[src/rtl/card_mapper_pkg.sv]
package card_mapper_pkg;
  typedef enum logic [2:0] {
    RG_ROM,
    RG_UCS0,
    RG_UCS1,
    RG_IDLE,
    RG_REGS
  } region_e;
endpackage

[src/rtl/card_mapper_decode.sv]
module card_mapper_decode
  import card_mapper_pkg::*;
#(
  parameter int SLOT_AW = 21,
  parameter int OFS_W   = 18
) (
  input  logic [SLOT_AW-1:0]          addr,
  input  logic                        ce_n,
  input  logic                        rd_n,
  input  logic                        wr_n,
  output region_e                     region,
  output logic [SLOT_AW-OFS_W-2:0]    win,
  output logic                        is_rd,
  output logic                        is_wr
);
  localparam int WIN_W = SLOT_AW - OFS_W - 1;

  assign win   = addr[SLOT_AW-2:OFS_W];
  assign is_rd = ~ce_n & ~rd_n;
  assign is_wr = ~ce_n & ~wr_n;

  always_comb begin
    if (!addr[SLOT_AW-1])                 region = RG_ROM;
    else if (win == WIN_W'(0))            region = RG_UCS0;
    else if (win == WIN_W'(1))            region = RG_UCS1;
    else if (win == {WIN_W{1'b1}})        region = RG_REGS;
    else                                  region = RG_IDLE;
  end
endmodule

[src/rtl/card_mapper_regs.sv]
module card_mapper_regs #(
  parameter int NBANK     = 4,
  parameter int PAGE_W    = 5,
  parameter int DATA_W    = 8,
  parameter int REG_SEL_W = 3
) (
  input  logic                          clk,
  input  logic                          rst_n,
  input  logic                          wr_en,
  input  logic [REG_SEL_W-1:0]          sel,
  input  logic [DATA_W-1:0]             wdata,
  input  logic                          slot_rst_n,
  output logic [NBANK-1:0][PAGE_W-1:0]  pages,
  output logic                          swap,
  output logic                          rel_seen
);
  localparam logic [REG_SEL_W-1:0] SWAP_SEL = REG_SEL_W'(NBANK);

  logic unused_hi;
  assign unused_hi = ^wdata[DATA_W-1:PAGE_W];

  for (genvar k = 0; k < NBANK; k++) begin : g_bank
    always_ff @(posedge clk or negedge rst_n) begin
      if (!rst_n)                              pages[k] <= '0;
      else if (wr_en && sel == REG_SEL_W'(k))  pages[k] <= wdata[PAGE_W-1:0];
    end

    // a bank write lands in the addressed page register one edge later
    p_bank_load_r3: assert property (@(posedge clk) disable iff (!rst_n)
      (wr_en && sel == REG_SEL_W'(k)) |=> (pages[k] == $past(wdata[PAGE_W-1:0])));
  end

  always_ff @(posedge clk or negedge rst_n) begin
    if (!rst_n)                         swap <= 1'b0;
    else if (wr_en && sel == SWAP_SEL)  swap <= wdata[0];
  end

  always_ff @(posedge clk or negedge rst_n) begin
    if (!rst_n)          rel_seen <= 1'b0;
    else if (slot_rst_n) rel_seen <= 1'b1;
  end

  // flag follows write data bit 0
  p_swap_load_r4: assert property (@(posedge clk) disable iff (!rst_n)
    (wr_en && sel == SWAP_SEL) |=> (swap == $past(wdata[0])));

  // once released, the gate stays open
  p_release_sticky_r8: assert property (@(posedge clk) disable iff (!rst_n)
    rel_seen |=> rel_seen);
endmodule

[src/rtl/card_mapper_datapath.sv]
module card_mapper_datapath #(
  parameter int NBANK  = 4,
  parameter int PAGE_W = 5,
  parameter int OFS_W  = 18,
  parameter int DATA_W = 8,
  parameter int WIN_W  = 2
) (
  input  logic [NBANK-1:0][PAGE_W-1:0]  pages,
  input  logic [WIN_W-1:0]              win,
  input  logic [OFS_W-1:0]              offset,
  input  logic                          swap,
  input  logic [DATA_W-1:0]             rom_data,
  output logic [PAGE_W+OFS_W-1:0]       rom_addr,
  output logic [DATA_W-1:0]             rdata
);
  logic [DATA_W-1:0] reversed;

  for (genvar b = 0; b < DATA_W; b++) begin : g_rev
    assign reversed[b] = rom_data[DATA_W-1-b];
  end

  assign rom_addr = {pages[win], offset};
  assign rdata    = swap ? reversed : rom_data;
endmodule

[src/rtl/card_mapper.sv]
module card_mapper
  import card_mapper_pkg::*;
#(
  parameter int SLOT_AW       = 21,
  parameter int OFS_W         = 18,
  parameter int PAGE_W        = 5,
  parameter int DATA_W        = 8,
  parameter bit GATE_ON_RESET = 1'b1
) (
  input  logic                       clk,
  input  logic                       rst_n,
  input  logic [SLOT_AW-1:0]         slot_addr,
  input  logic [DATA_W-1:0]          slot_wdata,
  input  logic                       slot_ce_n,
  input  logic                       slot_rd_n,
  input  logic                       slot_wr_n,
  input  logic                       slot_rst_n,
  output logic [DATA_W-1:0]          slot_rdata,
  output logic                       slot_rdata_oe,
  output logic [PAGE_W+OFS_W-1:0]    rom_addr,
  output logic                       rom_ce_n,
  output logic                       rom_oe_n,
  input  logic [DATA_W-1:0]          rom_data,
  output logic [1:0]                 ucs_n
);
  localparam int WIN_W     = SLOT_AW - OFS_W - 1;
  localparam int NBANK     = 2 ** WIN_W;
  localparam int REG_SEL_W = $clog2(NBANK + 1);

  region_e                         region;
  logic [WIN_W-1:0]                win;
  logic                            is_rd, is_wr;
  logic [NBANK-1:0][PAGE_W-1:0]    pages;
  logic                            swap, rel_seen, rd_open, rom_act, reg_wr;
  logic [DATA_W-1:0]               rdata_raw;

  card_mapper_decode #(.SLOT_AW(SLOT_AW), .OFS_W(OFS_W)) i_decode (
    .addr(slot_addr), .ce_n(slot_ce_n), .rd_n(slot_rd_n), .wr_n(slot_wr_n),
    .region(region), .win(win), .is_rd(is_rd), .is_wr(is_wr)
  );

  assign reg_wr = (region == RG_REGS) && is_wr;

  card_mapper_regs #(.NBANK(NBANK), .PAGE_W(PAGE_W), .DATA_W(DATA_W),
                     .REG_SEL_W(REG_SEL_W)) i_regs (
    .clk(clk), .rst_n(rst_n), .wr_en(reg_wr),
    .sel(slot_addr[REG_SEL_W-1:0]), .wdata(slot_wdata),
    .slot_rst_n(slot_rst_n), .pages(pages), .swap(swap), .rel_seen(rel_seen)
  );

  card_mapper_datapath #(.NBANK(NBANK), .PAGE_W(PAGE_W), .OFS_W(OFS_W),
                         .DATA_W(DATA_W), .WIN_W(WIN_W)) i_dp (
    .pages(pages), .win(win), .offset(slot_addr[OFS_W-1:0]), .swap(swap),
    .rom_data(rom_data), .rom_addr(rom_addr), .rdata(rdata_raw)
  );

  assign rd_open       = GATE_ON_RESET ? (rel_seen | slot_rst_n) : 1'b1;
  assign rom_act       = (region == RG_ROM) && (is_rd || is_wr) && rd_open;
  assign rom_ce_n      = ~rom_act;
  assign rom_oe_n      = ~(rom_act && is_rd);
  assign slot_rdata_oe = rom_act && is_rd;
  assign slot_rdata    = slot_rdata_oe ? rdata_raw : '0;
  assign ucs_n[0]      = ~((region == RG_UCS0) && (is_rd || is_wr));
  assign ucs_n[1]      = ~((region == RG_UCS1) && (is_rd || is_wr));

  // at most one device selected at a time
  p_one_device_r6: assert property (@(posedge clk) disable iff (!rst_n)
    $onehot0({~ucs_n, ~rom_ce_n}));

  // read data driven only alongside a ROM output enable
  p_drive_rom_only_r7: assert property (@(posedge clk) disable iff (!rst_n)
    slot_rdata_oe |-> (!rom_oe_n && ucs_n == 2'b11));

  // gate closed before the slot reset has ever been high
  p_gate_closed_r8: assert property (@(posedge clk) disable iff (!rst_n)
    (GATE_ON_RESET && !rel_seen && !slot_rst_n) |-> (rom_ce_n && rom_oe_n));

  // no ROM enable during a register write
  p_regwin_norom_r9: assert property (@(posedge clk) disable iff (!rst_n)
    reg_wr |-> (rom_ce_n && rom_oe_n && !slot_rdata_oe));
endmodule

[config.mk]
export PLATFORM = sky130hd
export DESIGN_NAME = card_mapper
export DESIGN_NICKNAME = d
export VERILOG_FILES = /design/src/rtl/card_mapper_pkg.sv /design/src/rtl/card_mapper_decode.sv /design/src/rtl/card_mapper_regs.sv /design/src/rtl/card_mapper_datapath.sv /design/src/rtl/card_mapper.sv
export SDC_FILE = /design/constraint.sdc
export NUM_CORES = 1
export LEC_CHECK = 0
export BUFFER_PORTS_ARGS = -buffer_cell sky130_fd_sc_hd__buf_2
export CORE_ASPECT_RATIO = 0.8
export CORE_UTILIZATION = 48
export CTS_CLUSTER_SIZE = 8
export DETAILED_ROUTE_END_ITERATION = 12
export PLACE_DENSITY_LB_ADDON = 0.1
export SYNTH_ARGS = -nofsm -noshare
export SYNTH_HDL_FRONTEND = slang
export SYNTH_HIERARCHICAL = 1
export SYNTH_SLANG_ARGS = --single-unit
[constraint.sdc]
create_clock -name clk -period 1.6 [get_ports clk]
set_input_delay 0.08 -clock clk [delete_from_list [all_inputs] [get_ports clk]]
set_output_delay 0.08 -clock clk [all_outputs]
set_load 0.01 [all_outputs]
==> key figures, run 1 <==
Synth
  • Net Count, Synth: 164
  • Synth Area in Adders: 0.00830
  • Synth Area in Simple Gates: 0.205
  • Post-Syn Instances: 120
  • Synthesized-area fraction occupied by ao, oa, aoi and oai cells: 0.00664
  • Flop and latch count out of synthesis: 22
  • Syn. warnings: 6
  • Post-synthesis instance area: 0.00151 mm2
  • Leading cell types by total area after synthesis: dfrtp_1, mux2_2, buf_4, mux4_2, nor4_2
  • Share of synthesized area occupied by flip-flops and latches: 0.365
  • Dominant combinational cell family by area after synthesis: multiplexers
  • Post-Syn Area per Cell: 12.6 um2
  • Synth area leader: dfrtp_1
  • Multiplexer area fraction after synthesis: 0.291
  • Post-synthesis xor/xnor area fraction: 0
  • Number of distinct library cell variants in the gate-level netlist after synthesis: 25
  • Area share of the leading cell type in the synthesized netlist: 0.365

Placed design
  • Detailed placement HPWL: 2460 um
  • Number of cells after detailed placement: 185
  • Final weighted congestion of routability-driven global placement: 0.681
  • Placed cell areas: 0.00169 mm2
  • Count of input and output buffers: 45
  • Post-placement setup slack: -0.140 ns

Layout
  • Ratio of cells with drive above 1 in the final layout: 0.728
  • Most frequent cells in the layout: buf_2, mux2_2, dfrtp_1
  • Finished Cell Area: 0.00176 mm2
  • Final std cells w/o fill: 189
  • Area growth from synthesis to layout: 16.5%
  • Most common cell after layout, fill and taps aside: buf_2
  • NumNets Final: 197
  • Antenna fix cells: 0

Power and ir drop
  • Power dissipated by switching net loads: 0.000310 W
  • Logic gate share of total power: 0.210
  • Cell internal pwr: 0.000888 W
  • Total Power Consumption: 0.00120 W
  • Worst supply voltage drop on vdd: 506 uV
  • Fraction of power consumed by the clock network: 0.284
  • Power density over cell area: 682 mW/mm2
  • Sw frac: 0.259
  • Leakage: 0.826 nW
  • Part of the power in registers: 0.506

Drt
  • First-pass detailed-route iteration total: 4
  • Drt first-iter violations: 42
  • Total number of vias: 1,060
  • DRC violation count after routing: 0
  • Total wire length after detailed routing: 3190 um
  • Average wire length per cell after detail routing: 16.9 um
  • Antenna-violating nets left: 0
  • Routed via count divided by cell count: 5.61

Clock network
  • H-tree levels: 1
  • Number of buffers created by CTS: 3
  • Root cell of the clock tree: clkbuf_8
  • Clock Sinks: 22
  • TritonCTS clock tree: built
  • Post-CTS Repair Setup Buffers: 0
  • Clock Tree Buf Depth: 2
  • Clock latency on the worst-skew pair: 0.26 ns
  • Clock-pin slew reported for the worst setup and hold paths after clock tree synthesis: 0.07 ns

Global routing
  • Number of antenna violations at the first check in global routing: 0
  • Overall overflow remaining after global route: 0
  • Met3 layer usage reported by global route: 0.0526
  • Pin count of the biggest net entering global routing: 23
  • Layer with the highest usage after global routing: met2
  • Via count of the first global-routing pass: 1,080
  • Global Route met1 Usage: 0.275
  • First-pass GRT wire length: 5180 um
  • Grt met2 use: 0.344
  • GRT Overall Usage: 0.207

Timing
  • Accumulated negative setup slack: 0 ns
  • Post-route minimum period: 1.53 ns
  • # setup viols final: 0
  • Worst Max-Slew Pin Slew: 0.579 ns
  • Final count of pins violating max slew: 0
  • Endpoints failing hold: 0
  • Final cycle utilization of the critical path: 0.956
  • Slew headroom: 0.613
  • Worst Skew: 0 ns
  • Highest clock frequency the design can meet: 654 MHz
  • Worst Slack Setup Final: 0.0701 ns
  • Unrepaired setup endpoints after global routing: no

Die
  • Starting Density: 0.525
  • Ports: 79
  • Horizontal extent of the die: 64.7 um
  • Overall die height: 52.1 um
  • Die Footprint: 0.00337 mm2
  • Placeable core area: 0.00287 mm2
  • Number of core rows: 17

Critical path
  • Required time of the critical path: 1.52 ns
  • Data arrival time of the critical path: 1.45 ns
  • Critical Path End Type: output port
  • Worst Path Max Fanout: 9
  • Sort of element at the start of the critical path: input pin
  • Class of the most critical setup path: in2out

Min path
  • Worst min path class: in2reg

Run
  • Number of max-cap violations: 0

Run status
  • Outcome: finished, final reports clean
[registers in the layout (all words and copies together), names as in the netlist]
| name | count |
|---|---|
| i_regs/swap | 1 |
| i_regs/rel_seen | 1 |
| i_regs/pages | 20 |
[timing repair]
action / 4_1_cts / 5_1_grt
hold buffers: 1 / 0
setup endpoints to repair: 6 / 8
gates resized for setup: 1 / 2
hold endpoints to repair: 22 / 0
[synth_stat cells]
master and instances:
nor2b_4 1, and4bb_2 3, buf_4 20, buf_2 2, nor2_1 3, mux2_2 29
buf_6 2, nor3_1 1, and3_1 1, or2_2 1, nand2_1 7, dfrtp_1 22
nand3b_1 3, nor4b_2 1, nor2_2 1, nor4_2 7, o21ba_1 1, nand4b_1 2
clkbuf_1 1, and2_1 2, or2_1 2, ha_1 1, mux4_2 5, nand3_1 1
nor4b_4 1
[kinds of logic (layout without fill, tap and decap cells)]
logic type,Yosys count,after routing
adder cells (fa/ha/maj),1,1
multiplexers,34,34
AND/OR/NAND/NOR,37,37
AO/OA/AOI/OAI,1,1
flip-flops,22,22
buffers and inverters,25,56
[power by group through the flow]
stage / sequential (W) / combinational [W] / clock (W)
floorplan: 0.000606 / 0.000201 / 0
global placement: 0.000614 / 0.000238 / 0
detailed placement: 0.000616 / 0.000247 / 0
CTS: 0.000605 / 0.000252 / 0.000345
global route: 0.000610 / 0.000277 / 0.000371
finish: 0.000606 / 0.000252 / 0.000341
[metal layers]
metal / vias up / wire, um
met2: 37 / 1530
met3: 14 / 243
li1: 482 / -
met4: 0 / 61
met1: 527 / 1360
met5: - / 0
[cell type report]
| class | count | area, um2 |
|---|---|---|
| Multi-Input combinational cell | 73 | 828 |
| Timing Repair Buffer | 53 | 288 |
| Clock buffer | 3 | 41.3 |
| Tap cell | 38 | 47.5 |
| Sequential cell | 22 | 552 |
| Fill cell | 249 | 1110 |
[worst max-delay path, cell delays in order]
cell,delay [ns]
buf_2,0.12
ha_4,0.22
and2_4,0.14
buf_4,0.13
or2_4,0.29
nor4_2,0.27
buf_2,0.18
[worst paths after layout]
kind                       slack, ns                    startpoint  cells after the start                            to
min                             0.07                    slot_rst_n                      2   i_regs/rel_seen$_DFFE_PN0P_
max in group asynchronous       0.94                         rst_n                      2       i_regs/swap$_DFFE_PN0P_
max                             0.07                 slot_addr[18]                      7                 slot_rdata[3]
min in group asynchronous       0.30                         rst_n                      2  i_regs/pages[11]$_DFFE_PN0P_
max reg2reg                     0.72       i_regs/swap$_DFFE_PN0P_                      1       i_regs/swap$_DFFE_PN0P_
min reg2reg                     0.51  i_regs/pages[18]$_DFFE_PN0P_                      1  i_regs/pages[18]$_DFFE_PN0P_
[stage by stage]
stage | hold WS [ns] | utilization
2_1_floorplan | -0.216 | -
3_3_place_gp | 0.0565 | 0.590
3_5_place_dp | 0.0712 | 0.590
4_1_cts | 0.0633 | 0.608
5_1_grt | 0.0766 | 0.612
6_report | 0.0693 | 0.612
No activity file was read; power rests on OpenSTA's default activity.
==> run 2: changes to the inputs <==
--- a/config.mk
+++ b/config.mk
@@ -5,9 +5,10 @@
 export SDC_FILE = /design/constraint.sdc
 export NUM_CORES = 1
 export LEC_CHECK = 0
+export ABC_AREA = 1
 export BUFFER_PORTS_ARGS = -buffer_cell sky130_fd_sc_hd__buf_2
 export CORE_ASPECT_RATIO = 0.8
-export CORE_UTILIZATION = 48
+export CORE_UTILIZATION = 50
 export CTS_CLUSTER_SIZE = 8
 export DETAILED_ROUTE_END_ITERATION = 12
 export PLACE_DENSITY_LB_ADDON = 0.1
==> run 2 against run 1 <==
Against the previous run:
- cell count rose by 68%
- critical path type is now reg2out
- power rose by 2.6%
- critical endpoint unchanged
- sequential power barely moved
- clock skew did not move
- combinational power fell by 7%
==> key figures, run 2 <==
Clock network
  • Clock Tree Buf Depth: 2
  • Clock Sinks: 22
  • Clock-pin slew reported for the worst setup and hold paths after clock tree synthesis: 0.08 ns
  • Post-CTS Repair Setup Buffers: 0
  • Root cell of the clock tree: clkbuf_8
  • H-tree levels: 1
  • TritonCTS clock tree: built
  • Number of buffers created by CTS: 3
  • Resized cells post-CTS: 0
  • Clock latency on the worst-skew pair: 0.26 ns

Timing
  • Final cycle utilization of the critical path: 0.897
  • Final count of pins violating max slew: 0
  • Unrepaired setup endpoints after global routing: no
  • Post-Route Hold Slack: 0.0280 ns
  • # setup viols final: 0
  • Accumulated negative setup slack: 0 ns
  • Highest clock frequency the design can meet: 696 MHz
  • Worst Slack Setup Final: 0.164 ns
  • Post-route minimum period: 1.44 ns
  • Worst Skew: 0 ns
  • Slew headroom: 0.676
  • Endpoints failing hold: 0
  • Worst Max-Slew Pin Slew: 0.485 ns

Drt
  • Average wire length per cell after detail routing: 9.34 um
  • First-pass detailed-route iteration total: 4
  • Drt first-iter violations: 66
  • Total wire length after detailed routing: 2970 um
  • Routed via count divided by cell count: 4.53
  • Highest Signal Layer: met4
  • Antenna-violating nets left: 0
  • Total length of routed met3 wires: 176 um
  • DRC violation count after routing: 0
  • Metal-1 WL: 1490 um
  • Detailed route wirelength on metal2: 1290 um
  • Total number of vias: 1,442

Power and ir drop
  • Leakage: 1.11 nW
  • Sw frac: 0.271
  • Part of the power in registers: 0.492
  • Fraction of power consumed by the clock network: 0.317
  • Power dissipated by switching net loads: 0.000334 W
  • Power density over cell area: 681 mW/mm2
  • Cell internal pwr: 0.000896 W
  • Logic gate share of total power: 0.191
  • Worst supply voltage drop on vdd: 505 uV

Critical path
  • Class of the most critical setup path: reg2out
  • WP depth: 5
  • List of cells traversed by the critical path: nor2_1 -> a21oi_1 -> inv_1 -> nor2_1 -> buf_2
  • Crit path to: slot_rdata[3]
  • Worst setup path start: i_regs/swap$_DFFE_PN0P_
  • Cell repeated most along the worst path: nor2_1
  • Critical Path End Type: output port
  • CP max stage cell: dfrtp_1
  • Slowest Stage Delay on Critical Path: 0.60 ns
  • Worst Path Max Fanout: 17
  • Worst reg2reg startpoint: i_regs/swap$_DFFE_PN0P_
  • Buf+Inv Stages, Crit Path: 2
  • Cell family with the largest share of critical-path delay: flip-flops
  • Data arrival time of the critical path: 1.36 ns
  • Required time of the critical path: 1.52 ns
  • Reg-to-Reg End: i_regs/swap$_DFFE_PN0P_
  • Length in cells of the worst reg-to-reg path: 2
  • Worst reg-to-reg setup slack: 0.79 ns
  • Sort of element at the start of the critical path: flop

Global routing
  • Number of antenna violations at the first check in global routing: 0
  • Pin count of the biggest net entering global routing: 23
  • Via count of the first global-routing pass: 1,086
  • Overall overflow remaining after global route: 0
  • GRT Overall Usage: 0.184
  • First-pass GRT wire length: 4720 um

Synth
  • Number of flops mapped to enable cells by yosys: 0
  • Leading cell types by total area after synthesis: dfrtp_1, nand2_1, inv_1, buf_4, nand3_1
  • Primary flip-flop cell chosen by synthesis mapping: dfrtp_1
  • Number of distinct library cell variants in the gate-level netlist after synthesis: 18
  • Post-Syn Area per Cell: 6.53 um2
  • Most common cell in the synthesized netlist: nand2_1
  • Post-synthesis instance area: 0.00161 mm2
  • Share of synthesized area occupied by flip-flops and latches: 0.343
  • Area share of the leading cell type in the synthesized netlist: 0.343
  • Post-Syn Instances: 246
  • Flop and latch count out of synthesis: 22
  • Net Count, Synth: 290
  • Most common library cells after synthesis: nand2_1, inv_1, nand3_1, dfrtp_1, buf_4
  • Post-synth ARST share: 1.00
  • Synth area leader: dfrtp_1
  • Syn. warnings: 6

Min path
  • Worst min path class: in2reg
  • Start point of the worst hold path: slot_rst_n

Layout
  • Ratio of cells with drive above 1 in the final layout: 0.255
  • Regs by FF count: i_regs/pages: 20 flops, i_regs/rel_seen: 1 flops, i_regs/swap: 1 flops
  • Area growth from synthesis to layout: 12.3%
  • NumNets Final: 323
  • Most common cell after layout, fill and taps aside: nand2_1
  • Register name with the most flops: i_regs/pages
  • Antenna fix cells: 0
  • Most frequent cells in the layout: nand2_1, buf_2, inv_1
  • Max FFs per register: 20

Die
  • Overall die height: 52.7 um
  • Horizontal extent of the die: 65.4 um
  • Die Footprint: 0.00345 mm2
  • Starting Density: 0.525
  • Number of core rows: 18
  • Ports: 79
  • Placeable core area: 0.00306 mm2

Placed design
  • Final weighted congestion of routability-driven global placement: 0.730
  • Count of input and output buffers: 45
  • Detailed placement HPWL: 2380 um
  • Post-placement setup slack: 0.0529 ns

Run
  • Number of max-cap violations: 0

Run status
  • Outcome: finished, final reports clean
## run 2: final cells by class
| type | instances | area, um2 |
|---|---|---|
| Clock buffer | 4 | 55.1 |
| Fill cell | 314 | 1260 |
| Inverter | 48 | 180 |
| Multi-Input combinational cell | 153 | 696 |
| Sequential cell | 22 | 551 |
| Tap cell | 40 | 50.0 |
| Timing Repair Buffer | 51 | 273 |
## run 2: how the worst min path moves through the flow
| stage | to | slack [ns] | cells after the start |
|---|---|---|---|
| floorplan | i_regs/pages[0]$_DFFE_PN0P_ | -0.22 | 0 |
| global placement | i_regs/pages[7]$_DFFE_PN0P_ | 0.06 | 1 |
| detailed placement | i_regs/pages[7]$_DFFE_PN0P_ | 0.07 | 1 |
| CTS | i_regs/rel_seen$_DFFE_PN0P_ | 0.03 | 2 |
| global route | i_regs/rel_seen$_DFFE_PN0P_ | 0.04 | 2 |
| finish | i_regs/rel_seen$_DFFE_PN0P_ | 0.03 | 2 |
## run 2: timing repair
item                       4_1_cts  5_1_grt
setup endpoints to repair        0        0
hold endpoints to repair        22        0
hold buffers                     1        0
## run 2: metal layers
metal,global-route usage,vias to the layer above
li1,-,779
met1,0.256,621
met2,0.289,38
met3,0.0391,4
met4,0.0471,0
met5,0,-
## run 2: kinds of logic (layout without fill, tap and decap cells)
group / count (synthesis) / after routing / synth area share
AOI/OAI and AO/OA: 8 / 8 / 0.0249
adders and majority gates: 1 / 1 / 0.00779
buffers and inverters: 71 / 103 / 0.224
DFF: 22 / 22 / 0.343
and+or+nand+nor: 144 / 144 / 0.400
## run 2: per-stage QoR
stage | instances | power (W) | util | cell area, um2
final | 318 | 0.00123 | 0.589 | 1800
after global routing | 318 | 0.00130 | 0.589 | 1800
after CTS | 318 | 0.00124 | 0.589 | 1800
after detailed placement | 313 | 0.000851 | 0.568 | 1740
after global placement | 313 | 0.000848 | 0.568 | 1740
after floorplan | 246 | 0.000799 | - | 1610
## run 2: power groups by stage
stage	Combinational, W	Sequential, W	Clock [W]
final	0.000235	0.000605	0.000390
after detailed placement	0.000235	0.000616	0
after global placement	0.000232	0.000616	0
after floorplan	0.000189	0.000610	0
after global routing	0.000272	0.000610	0.000419
after CTS	0.000239	0.000605	0.000401
